**config.mk**
```make
export PLATFORM = sky130hd
export DESIGN_NAME = irqc_top
export DESIGN_NICKNAME = d
export VERILOG_FILES = /design/src/rtl/irqc_pkg.sv /design/src/rtl/irqc_phase_gen.sv /design/src/rtl/irqc_ext_edge.sv /design/src/rtl/irqc_port_change.sv /design/src/rtl/irqc_vector_seq.sv /design/src/rtl/irqc_top.sv
export SDC_FILE = /design/constraint.sdc
export NUM_CORES = 1
export LEC_CHECK = 0
export ABC_AREA = 1
export BUFFER_PORTS_ARGS = -buffer_cell sky130_fd_sc_hd__buf_2
export CORE_UTILIZATION = 46
export DETAILED_ROUTE_END_ITERATION = 7
export GPL_ROUTABILITY_DRIVEN = 0
export PLACE_DENSITY = 0.78
export SYNTH_ARGS = -nofsm -noshare
export SYNTH_HDL_FRONTEND = slang
export SYNTH_SLANG_ARGS = --single-unit
export TNS_END_PERCENT = 20
```
**constraint.sdc**
```tcl
create_clock -name clk_i -period 1.2 [get_ports clk_i]
set_input_delay 0.12 -clock clk_i [delete_from_list [all_inputs] [get_ports clk_i]]
set_output_delay 0.12 -clock clk_i [all_outputs]
set_load 0.05 [all_outputs]
```
**src/rtl/irqc_pkg.sv**
```systemverilog
package irqc_pkg;

  typedef enum logic [1:0] {
    PH_Q1 = 2'd0,
    PH_Q2 = 2'd1,
    PH_Q3 = 2'd2,
    PH_Q4 = 2'd3
  } phase_t;

  typedef enum logic [1:0] {
    SQ_IDLE  = 2'd0,
    SQ_DUMMY = 2'd1,
    SQ_FETCH = 2'd2
  } seq_t;

  // Control register layout
  localparam int unsigned REG_W     = 8;
  localparam int unsigned B_PCHG_F  = 0;
  localparam int unsigned B_EXT_F   = 1;
  localparam int unsigned B_TMR_F   = 2;
  localparam int unsigned B_PCHG_E  = 3;
  localparam int unsigned B_EXT_E   = 4;
  localparam int unsigned B_TMR_E   = 5;
  localparam int unsigned B_SPARE   = 6;
  localparam int unsigned B_GLB_E   = 7;

endpackage

```
**src/rtl/irqc_phase_gen.sv**
```systemverilog
module irqc_phase_gen
  import irqc_pkg::*;
(
  input  logic   clk_i,
  input  logic   rst_ni,
  output phase_t phase_o
);

  logic [1:0] cnt_q;

  always_ff @(posedge clk_i or negedge rst_ni) begin
    if (!rst_ni) cnt_q <= 2'd0;
    else         cnt_q <= cnt_q + 2'd1;
  end

  assign phase_o = phase_t'(cnt_q);

  AST_PHASE_WRAP: assert property (@(posedge clk_i) disable iff (!rst_ni)
    (phase_o == PH_Q4) |=> (phase_o == PH_Q1));

endmodule

```
**src/rtl/irqc_ext_edge.sv**
```systemverilog
module irqc_ext_edge
  import irqc_pkg::*;
#(
  parameter int unsigned SYNC_STAGES = 2
) (
  input  logic   clk_i,
  input  logic   rst_ni,
  input  logic   pin_i,
  input  logic   rise_sel_i,
  input  phase_t phase_i,
  output logic   set_o
);

  localparam int unsigned LAST = SYNC_STAGES - 1;

  logic [SYNC_STAGES-1:0] sync_q;
  logic                   lvl_q;
  logic                   pend_q;
  logic                   evt;
  logic                   window;

  if (SYNC_STAGES > 1) begin : g_chain
    always_ff @(posedge clk_i or negedge rst_ni) begin
      if (!rst_ni) sync_q <= '0;
      else         sync_q <= {sync_q[SYNC_STAGES-2:0], pin_i};
    end
  end else begin : g_single
    always_ff @(posedge clk_i or negedge rst_ni) begin
      if (!rst_ni) sync_q <= '0;
      else         sync_q <= pin_i;
    end
  end

  always_ff @(posedge clk_i or negedge rst_ni) begin
    if (!rst_ni) lvl_q <= 1'b0;
    else         lvl_q <= sync_q[LAST];
  end

  assign evt    = rise_sel_i ? (sync_q[LAST] & ~lvl_q) : (~sync_q[LAST] & lvl_q);
  assign window = (phase_i == PH_Q4) || (phase_i == PH_Q1);

  // Hold an edge seen outside the Q4/Q1 window until the window opens.
  always_ff @(posedge clk_i or negedge rst_ni) begin
    if (!rst_ni)     pend_q <= 1'b0;
    else if (window) pend_q <= 1'b0;
    else if (evt)    pend_q <= 1'b1;
  end

  assign set_o = window & (pend_q | evt);

endmodule

```
**src/rtl/irqc_port_change.sv**
```systemverilog
module irqc_port_change #(
  parameter int unsigned PORT_W = 4
) (
  input  logic              clk_i,
  input  logic              rst_ni,
  input  logic [PORT_W-1:0] port_i,
  input  logic              rd_i,
  output logic              set_o
);

  logic [PORT_W-1:0] snap_q;

  always_ff @(posedge clk_i or negedge rst_ni) begin
    if (!rst_ni)   snap_q <= '0;
    else if (rd_i) snap_q <= port_i;
  end

  // A read in the same clock as a change reloads the copy and hides the change.
  assign set_o = (port_i != snap_q) & ~rd_i;

endmodule

```
**src/rtl/irqc_vector_seq.sv**
```systemverilog
module irqc_vector_seq
  import irqc_pkg::*;
(
  input  logic   clk_i,
  input  logic   rst_ni,
  input  phase_t phase_i,
  input  logic   req_i,
  output logic   take_o,
  output logic   dummy_o,
  output logic   fetch_o
);

  seq_t state_q;
  logic cyc_end;

  assign cyc_end = (phase_i == PH_Q4);
  assign take_o  = (state_q == SQ_IDLE) && req_i && cyc_end;

  always_ff @(posedge clk_i or negedge rst_ni) begin
    if (!rst_ni) begin
      state_q <= SQ_IDLE;
    end else if (cyc_end) begin
      case (state_q)
        SQ_IDLE:  if (req_i) state_q <= SQ_DUMMY;
        SQ_DUMMY: state_q <= SQ_FETCH;
        default:  state_q <= SQ_IDLE;
      endcase
    end
  end

  assign dummy_o = (state_q == SQ_DUMMY);
  assign fetch_o = (state_q == SQ_FETCH);

  AST_FETCH_FOLLOWS_DUMMY: assert property (@(posedge clk_i) disable iff (!rst_ni)
    $fell(dummy_o) |-> fetch_o);
  AST_FETCH_STARTS_Q1: assert property (@(posedge clk_i) disable iff (!rst_ni)
    $rose(fetch_o) |-> (phase_i == PH_Q1));

endmodule

```
**src/rtl/irqc_top.sv**
```systemverilog
module irqc_top
  import irqc_pkg::*;
#(
  parameter int unsigned PORT_W      = 4,
  parameter int unsigned SYNC_STAGES = 2,
  parameter int unsigned VEC_AW      = 13,
  parameter int unsigned VEC_ADDR    = 4
) (
  input  logic              clk_i,
  input  logic              rst_ni,
  input  logic              ext_pin_i,
  input  logic              edge_rise_i,
  input  logic [PORT_W-1:0] port_hi_i,
  input  logic              port_rd_i,
  input  logic              tmr_ovf_i,
  input  logic              reg_wr_i,
  input  logic [7:0]        reg_wdata_i,
  output logic [7:0]        reg_rdata_o,
  input  logic              sleeping_i,
  output logic [1:0]        phase_o,
  output logic              wake_req_o,
  output logic              vec_req_o,
  output logic              dummy_cyc_o,
  output logic              vec_fetch_o,
  output logic [VEC_AW-1:0] vec_addr_o
);

  localparam logic [VEC_AW-1:0] VEC_VAL = VEC_AW'(VEC_ADDR);

  phase_t phase;
  logic   ext_set, pchg_set, take;
  logic   f_pchg_q, f_ext_q, f_tmr_q;
  logic   e_pchg_q, e_ext_q, e_tmr_q;
  logic   glb_q, smp_q;
  logic   any_en;
  logic   spare_unused;

  assign spare_unused = reg_wdata_i[B_SPARE];

  irqc_phase_gen u_phase (
    .clk_i   (clk_i),
    .rst_ni  (rst_ni),
    .phase_o (phase)
  );

  irqc_ext_edge #(.SYNC_STAGES(SYNC_STAGES)) u_ext (
    .clk_i      (clk_i),
    .rst_ni     (rst_ni),
    .pin_i      (ext_pin_i),
    .rise_sel_i (edge_rise_i),
    .phase_i    (phase),
    .set_o      (ext_set)
  );

  irqc_port_change #(.PORT_W(PORT_W)) u_pchg (
    .clk_i  (clk_i),
    .rst_ni (rst_ni),
    .port_i (port_hi_i),
    .rd_i   (port_rd_i),
    .set_o  (pchg_set)
  );

  // Flags: a write loads them, a hardware event sets them, nothing else clears.
  always_ff @(posedge clk_i or negedge rst_ni) begin
    if (!rst_ni) begin
      f_pchg_q <= 1'b0;
      f_ext_q  <= 1'b0;
      f_tmr_q  <= 1'b0;
    end else begin
      f_pchg_q <= (reg_wr_i ? reg_wdata_i[B_PCHG_F] : f_pchg_q) | pchg_set;
      f_ext_q  <= (reg_wr_i ? reg_wdata_i[B_EXT_F]  : f_ext_q)  | ext_set;
      f_tmr_q  <= (reg_wr_i ? reg_wdata_i[B_TMR_F]  : f_tmr_q)  | tmr_ovf_i;
    end
  end

  always_ff @(posedge clk_i or negedge rst_ni) begin
    if (!rst_ni) begin
      e_pchg_q <= 1'b0;
      e_ext_q  <= 1'b0;
      e_tmr_q  <= 1'b0;
    end else if (reg_wr_i) begin
      e_pchg_q <= reg_wdata_i[B_PCHG_E];
      e_ext_q  <= reg_wdata_i[B_EXT_E];
      e_tmr_q  <= reg_wdata_i[B_TMR_E];
    end
  end

  // Taking the interrupt outranks a software write of the global enable.
  always_ff @(posedge clk_i or negedge rst_ni) begin
    if (!rst_ni)       glb_q <= 1'b0;
    else if (take)     glb_q <= 1'b0;
    else if (reg_wr_i) glb_q <= reg_wdata_i[B_GLB_E];
  end

  assign any_en = (f_pchg_q & e_pchg_q) | (f_ext_q & e_ext_q) | (f_tmr_q & e_tmr_q);

  always_ff @(posedge clk_i or negedge rst_ni) begin
    if (!rst_ni)              smp_q <= 1'b0;
    else if (phase == PH_Q1)  smp_q <= any_en;
  end

  assign wake_req_o = sleeping_i & any_en;
  assign vec_req_o  = ~sleeping_i & glb_q & smp_q;

  irqc_vector_seq u_seq (
    .clk_i   (clk_i),
    .rst_ni  (rst_ni),
    .phase_i (phase),
    .req_i   (vec_req_o),
    .take_o  (take),
    .dummy_o (dummy_cyc_o),
    .fetch_o (vec_fetch_o)
  );

  always_comb begin
    reg_rdata_o           = '0;
    reg_rdata_o[B_GLB_E]  = glb_q;
    reg_rdata_o[B_TMR_E]  = e_tmr_q;
    reg_rdata_o[B_EXT_E]  = e_ext_q;
    reg_rdata_o[B_PCHG_E] = e_pchg_q;
    reg_rdata_o[B_TMR_F]  = f_tmr_q;
    reg_rdata_o[B_EXT_F]  = f_ext_q;
    reg_rdata_o[B_PCHG_F] = f_pchg_q;
  end

  assign phase_o    = phase;
  assign vec_addr_o = vec_fetch_o ? VEC_VAL : '0;

  AST_FLAG_STICKY: assert property (@(posedge clk_i) disable iff (!rst_ni)
    ($past(f_tmr_q) && !$past(reg_wr_i)) |-> f_tmr_q);
  AST_EXT_WINDOW: assert property (@(posedge clk_i) disable iff (!rst_ni)
    ($rose(f_ext_q) && !$past(reg_wr_i)) |->
      ($past(phase) == PH_Q4 || $past(phase) == PH_Q1));
  AST_READ_NO_SET: assert property (@(posedge clk_i) disable iff (!rst_ni)
    ($past(port_rd_i) && !$past(reg_wr_i) && !$past(f_pchg_q)) |-> !f_pchg_q);
  AST_WAKE_ONLY_ASLEEP: assert property (@(posedge clk_i) disable iff (!rst_ni)
    wake_req_o |-> sleeping_i);
  AST_VEC_NEEDS_GLB: assert property (@(posedge clk_i) disable iff (!rst_ni)
    vec_req_o |-> reg_rdata_o[B_GLB_E]);

endmodule

```
# Yosys cells after proc, flatten, opt, wreduce, memory -nomap -nowiden
# Cells that the tools add are included.
[op_classes] addsub=1 n_eq_ne=5 reduce_logical=8 muxes=11 n_bitwise=20
[ops] cell="$and 1x1->1" n=10
[ops] cell="$mux 1" n=8
[ops] cell="$or 1x1->1" n=6
[ops] cell="$eq 2x2->1 const B" n=2
[ops] cell="$logic_not 2->1" n=2
[ops] cell="$ne 4x4->1" n=1
[ops] cell="$not 1->1" n=4
[ops] cell="$pmux 2 s2" n=1
[ops] cell="$reduce_bool 2->1" n=2
[ops] cell="$mux 3" n=1
[ops] cell="$add 2x1->2 const B" n=1
[ops] cell="$eq 2x1->1 const B" n=1
[ops] cell="$logic_and 1x1->1" n=2
[ops] cell="$mux 2" n=1
[ops] cell="$ne 2x1->1 const B" n=1
[ops] cell="$reduce_and 2->1" n=1
[ops] cell="$logic_or 1x1->1" n=1
[word_totals] in_bits=20 register_bits=20

# Logic depth before layout (Yosys ltp)
[logic_depth] depth_word=6 ltp_mapped=7

# Cells and area by module
# A second synthesis with hierarchy kept.
[unflattened] hier_cells=140 hier_area_um2=1082.3
[modules_own_cells] module="irqc_top" n_inst=1 cells_each=65 area_per_inst_um2=518.0 seq_area_each_um2=200.2
[modules_own_cells] module="irqc_port_change" n_inst=1 cells_each=36 area_per_inst_um2=227.7 seq_area_each_um2=100.1
[modules_own_cells] module="irqc_ext_edge" n_inst=1 cells_each=17 area_per_inst_um2=157.7 seq_area_each_um2=100.1
[modules_own_cells] module="irqc_vector_seq" n_inst=1 cells_each=15 area_per_inst_um2=107.6 seq_area_each_um2=50.0
[modules_own_cells] module="irqc_phase_gen" n_inst=1 cells_each=7 area_per_inst_um2=71.3 seq_area_each_um2=50.0

# Worst setup path after synthesis
# Ideal clock, no wire load.
[synth_path] path_kind="reg2out" from="register u_seq.state_q[0]" to="output vec_addr_o[2]" arrival_ns=1.399 path_buffers=1 path_stages_with_launch=3 setup_slack_ns=-0.319 cell_sequence="dfrtp_1 -> nor2_1 -> buf_4"
[synth_between] elab_chain_len=2
[synth_rtl] item="start: declaration" line="irqc_vector_seq.sv:13" text="seq_t state_q;"
[synth_rtl] item="start signal: assignment" line="irqc_vector_seq.sv:21" text="state_q <= SQ_IDLE;"
[synth_rtl] item="start signal: assignment" line="irqc_vector_seq.sv:24" text="SQ_IDLE: if (req_i) state_q <= SQ_DUMMY;"
[synth_rtl] item="start signal: assignment" line="irqc_vector_seq.sv:25" text="SQ_DUMMY: state_q <= SQ_FETCH;"
[synth_rtl] item="$eq 2x2->1" line="irqc_vector_seq.sv:32" text="assign fetch_o = (state_q == SQ_FETCH);"
[synth_rtl] item="net vec_fetch_o" line="irqc_top.sv:24" text="output logic vec_fetch_o,"
[synth_rtl] item="$mux 3" line="irqc_top.sv:127" text="assign vec_addr_o = vec_fetch_o ? VEC_VAL : '0;"
[synth_rtl] item="end: declaration" line="irqc_top.sv:25" text="output logic [VEC_AW-1:0] vec_addr_o"
# The timed path passes the listed nets, and every way through them passes these cells.

# Worst setup path in the final report
[layout_path] from="register f_ext_q" to="output wake_req_o"
[layout_between] elab_chain_len=4
[layout_rtl] item="start: declaration" line="irqc_top.sv:32" text="logic f_pchg_q, f_ext_q, f_tmr_q;"
[layout_rtl] item="start signal: assignment" line="irqc_top.sv:71" text="f_ext_q <= (reg_wr_i ? reg_wdata_i[B_EXT_F] : f_ext_q) | ext_set;"
[layout_rtl] item="$and 1x1->1" line="irqc_top.sv:95" text="assign any_en = (f_pchg_q & e_pchg_q) | (f_ext_q & e_ext_q) | (f_tmr_q & e_tmr_q);"
[layout_rtl] item="$or 1x1->1 (2 in a row)" line="irqc_top.sv:95"
[layout_rtl] item="$and 1x1->1" line="irqc_top.sv:102" text="assign wake_req_o = sleeping_i & any_en;"
[layout_rtl] item="end: declaration" line="irqc_top.sv:21" text="output logic wake_req_o,"
# Every way passes these cells.

==> results.md <==
Synthesis:
- Counting instances in the post-synthesis netlist gives the leading cell types as 38 x sky130_fd_sc_hd__nand2_1, 22 x sky130_fd_sc_hd__buf_4, 20 x sky130_fd_sc_hd__dfrtp_1, 18 x sky130_fd_sc_hd__inv_1, 7 x sky130_fd_sc_hd__o21ai_1.
- Counting flops with an async set or reset pin after synthesis yields a share of 100%.
- The sequential-to-total area share from yosys stat is 47.3%.
- After synthesis, the cell types taking the most area are sky130_fd_sc_hd__dfrtp_1 47%, sky130_fd_sc_hd__buf_4 16%, sky130_fd_sc_hd__nand2_1 13%.
- The cell count after synthesis came out at 129.
- In the post-synthesis netlist, the cell with the most instances is sky130_fd_sc_hd__nand2_1.
- The mean post-synth cell area is 8.20 µm².
- The top cell type's share of synthesized area is 47.3%.
- Counting flops with a built-in enable in the synthesized netlist gives 0.
- Synthesis inferred 20 register bits.
- In the synthesized netlist the dominant register cell turns out to be sky130_fd_sc_hd__dfrtp_1.
- Yosys printed 0 warnings.
- The synthesized design spends more area on one cell type than any other, namely sky130_fd_sc_hd__dfrtp_1.
- The mapped cell area is 1060 µm².
- After synthesis, the netlist uses 15 different library cells.

Run:
- The total of max-cap violations is 0.

Final layout:
- Across the whole layout, storage elements account for 500 µm².
- Summing all multi-input logic gate instances after layout gives 364 µm².
- The number of non-filler instances in the completed layout is 188.
- The relative area change from synthesis to final layout is 18.9%.
- After the last flow step, the layout net total stands at 185.
- In the final layout, the share of cells above drive strength 1 is 31.7%.
- The number of inserted diodes is 0.
- The layout has 187 filler cells.

Pwr:
- In this run the static leakage power is 0.739 nW.
- The areal power density over the cells is 1220 nW/µm².
- The design draws 1.54 mW.
- IR analysis of the VDD net gives a maximum drop of 0.690 mV.

Setup path:
- The cell occurring most often along the worst timing path is sky130_fd_sc_hd__nand2_1.
- For this design, the slowest cell found on the critical path is sky130_fd_sc_hd__dfrtp_1.
- The arrival time of data at the critical path endpoint is 1.12 ns.
- The critical path endpoint category is a primary output.
- The kind of critical path is register to primary output.
- The maximum fanout along the worst path is 3.
- The startpoint type of the worst setup path is a register.
- Grouping stages by cell kind, the critical path spends the most delay in flip-flops.
- The critical path goes through nand2_1 -> nand3_2 -> nand2_1 -> inv_1 -> buf_6.
- The buffers plus inverters on the worst setup path is 2.
- STA puts the critical path data required time at 1.08 ns.
- For this run, the slowest stage of the critical path takes 0.42 ns.

CTS:
- The clock passes through at most 2 buffers.
- The later pin in the worst-skew pair is clocked with a latency of 0.29 ns.
- The clock edge transition at the registers on the reported setup and hold paths is 0.11 ns.
- The clock net sink count is 20.
- The level count of the clock H-tree is 1.
- In this run, CTS created clock tree buffers numbering 3.
- The CTS tree is built.
- The tree is rooted in a sky130_fd_sc_hd__clkbuf_4.

Timing:
- The maximum clock frequency is 805 MHz.
- Setup repair after global routing could not meet its margin everywhere.
- Between clock sinks in the finished design, the worst skew comes to 0.00307 ns.
- The number of max-slew violations in the final report is 0.
- The number of hold-slack violations in the final timing report is 0.
- For the finished layout, the period the worst path requires is 1.24 ns.
- Setup violations remaining at the end of the flow were counted as 1.
- Dividing the final minimum period by the clock period gives 104%.
- After layout, the worst setup slack is -0.0424 ns.

Detailed routing:
- After detailed routing, the number of vias per cell comes to 4.44.
- For this block, the initial DRC count from the detailed router was 1.
- The post-detailed-routing wire length is 1810 µm.
- After detailed routing, the average wire length per cell comes to 9.60 µm.
- The number of DRC violations after detailed routing is 0.
- In this run the remaining antenna-violating nets after routing total 0.
- The detailed router placed 834 vias in this run.
- The number of detailed-route iterations in the first pass is 3.

Floorplanning:
- The core region area is 2060 µm².
- The starting density of the core is 51.3%.
- The floorplan has 16 rows.
- Measured along the x axis, the die boundary spans 49.9 µm.
- The die outline area is 2490 µm².
- In this run the vertical extent of the chip is 49.9 µm.
- The number of I/O pins is 47.

Placed design:
- The total placed cells including tap cells is 177.
- The detailed placement HPWL is 1290 µm.
- The number of input and output port buffers inserted is 32.

Run status:
- The checks that failed: negative setup slack.
- The run finished, with violations left.

Global route:
- The initial antenna violation count is 0.
- The first global-routing pass estimated 3240 µm of wire.
- The via count of the first global-routing pass is 830.
- After global routing the overflow that remains totals 0.
- For this run, the total global-route usage over all layers was measured as 17.2%.
- Entering global routing, the biggest net connects 21 pins.

Worst hold path:
- The kind of path behind the tightest hold check is input pin to register.
-- cell usage in the layout (no fill, tap or decap), drive strengths merged --
| cell | netlist | final |
|---|---|---|
| clkbuf | 0 | 3 |
| buf | 23 | 38 |
| nand2 | 38 | 38 |
| ha | 2 | 2 |
| mux2i | 2 | 2 |
| nor2 | 6 | 6 |
| conb | 1 | 13 |
| dfrtp | 20 | 20 |
| nand3 | 5 | 5 |
| inv | 21 | 21 |
| a21oi | 2 | 2 |
| dlygate4sd3 | 0 | 2 |
| o22ai | 1 | 1 |
| mux2 | 1 | 1 |
| o21ai | 7 | 7 |
-- per-stage QoR --
step           hold WS, ns  worst slack [ns]  area (µm²)  TNS [ns]  util (%)
5_1_grt            0.00563            -0.115        1260    -0.299      61.0
2_1_floorplan       -0.176            -0.122        1110    -0.371         -
4_1_cts            0.00419           -0.0301        1230   -0.0820      59.5
3_3_place_gp        0.0816             0.161        1120         0      54.6
3_5_place_dp        0.0932             0.142        1120         0      54.6
6_report           0.00489           -0.0424        1260   -0.0424      61.0
-- final cells by class --
type | instances | area share [%]
Tap cell | 27 | 2.69
Multi-Input combinational cell | 77 | 29.0
Timing Repair Buffer | 40 | 20.5
Sequential cell | 20 | 39.8
Clock buffer | 3 | 1.79
Inverter | 21 | 6.27
-- report_power, final --
group / internal, mW / switching, mW
combinational: 0.137 / 0.335
sequential: 0.722 / 0.0310
clock: 0.117 / 0.194
-- timing repair --
item | in CTS | in global routing
setup endpoints to repair | 5 | 8
gates resized for setup | 6 | 13
buffers inserted | 5 | 1
pin swaps | 2 | 2
gates cloned | 0 | 0
endpoints found under the hold margin | 21 | 0
hold buffers | 2 | 0
-- kinds of logic (layout without fill, tap and decap cells) --
| kind of cell | after synthesis | count (layout) | share of synthesized area (%) |
|---|---|---|---|
| and+or+nand+nor | 49 | 49 | 18.0 |
| buffers and inverters | 44 | 64 | 24.1 |
| DFF | 20 | 20 | 47.3 |
| AOI/OAI and AO/OA | 10 | 10 | 4.85 |
| muxes | 3 | 3 | 2.96 |
| adders and majority gates | 2 | 2 | 2.37 |
| other | 1 | 13 | 0.355 |
-- final timing paths --
check | startpoint | to | slack, ns | cells after the start
setup / recovery | f_ext_q | wake_req_o | -0.04 | 5
max in group asynchronous | rst_ni | f_pchg_q | 0.60 | 2
min in group asynchronous | rst_ni | u_seq.state_q[0] | 0.29 | 2
hold reg to reg | u_ext.sync_q[0] | u_ext.sync_q[1] | 0.36 | 0
hold / removal | tmr_ovf_i | f_tmr_q | 0.005 | 3
setup reg to reg | u_phase.phase_o[0] | smp_q | 0.13 | 3
-- routing by layer --
metal / global-route usage (%) / vias to the layer above / part of all wire (%)
met2: 32.0 / 31 / 52
met3: 2.78 / 4 / 4.6
met4: 7.14 / 0 / 1.2
met1: 18.9 / 384 / 42
met5: 0 / - / 0
li1: - / 415 / -
-- state kept, by name, summed over array words and instances (netlist names) --
register	flops
glb_q	1
e_tmr_q	1
u_ext.pend_q	1
f_pchg_q	1
e_ext_q	1
u_phase.phase_o	2
f_ext_q	1
u_pchg.snap_q	4
f_tmr_q	1
u_ext.lvl_q	1
u_seq.state_q	2
e_pchg_q	1
u_ext.sync_q	2
smp_q	1
-- worst register-to-register path: stages, from the launching register on --
cell and delay [ns]:
sky130_fd_sc_hd__dfrtp_1 0.40, sky130_fd_sc_hd__inv_1 0.08, sky130_fd_sc_hd__ha_1 0.16, sky130_fd_sc_hd__mux2_2 0.32
Power figures use the tool's default switching activity.
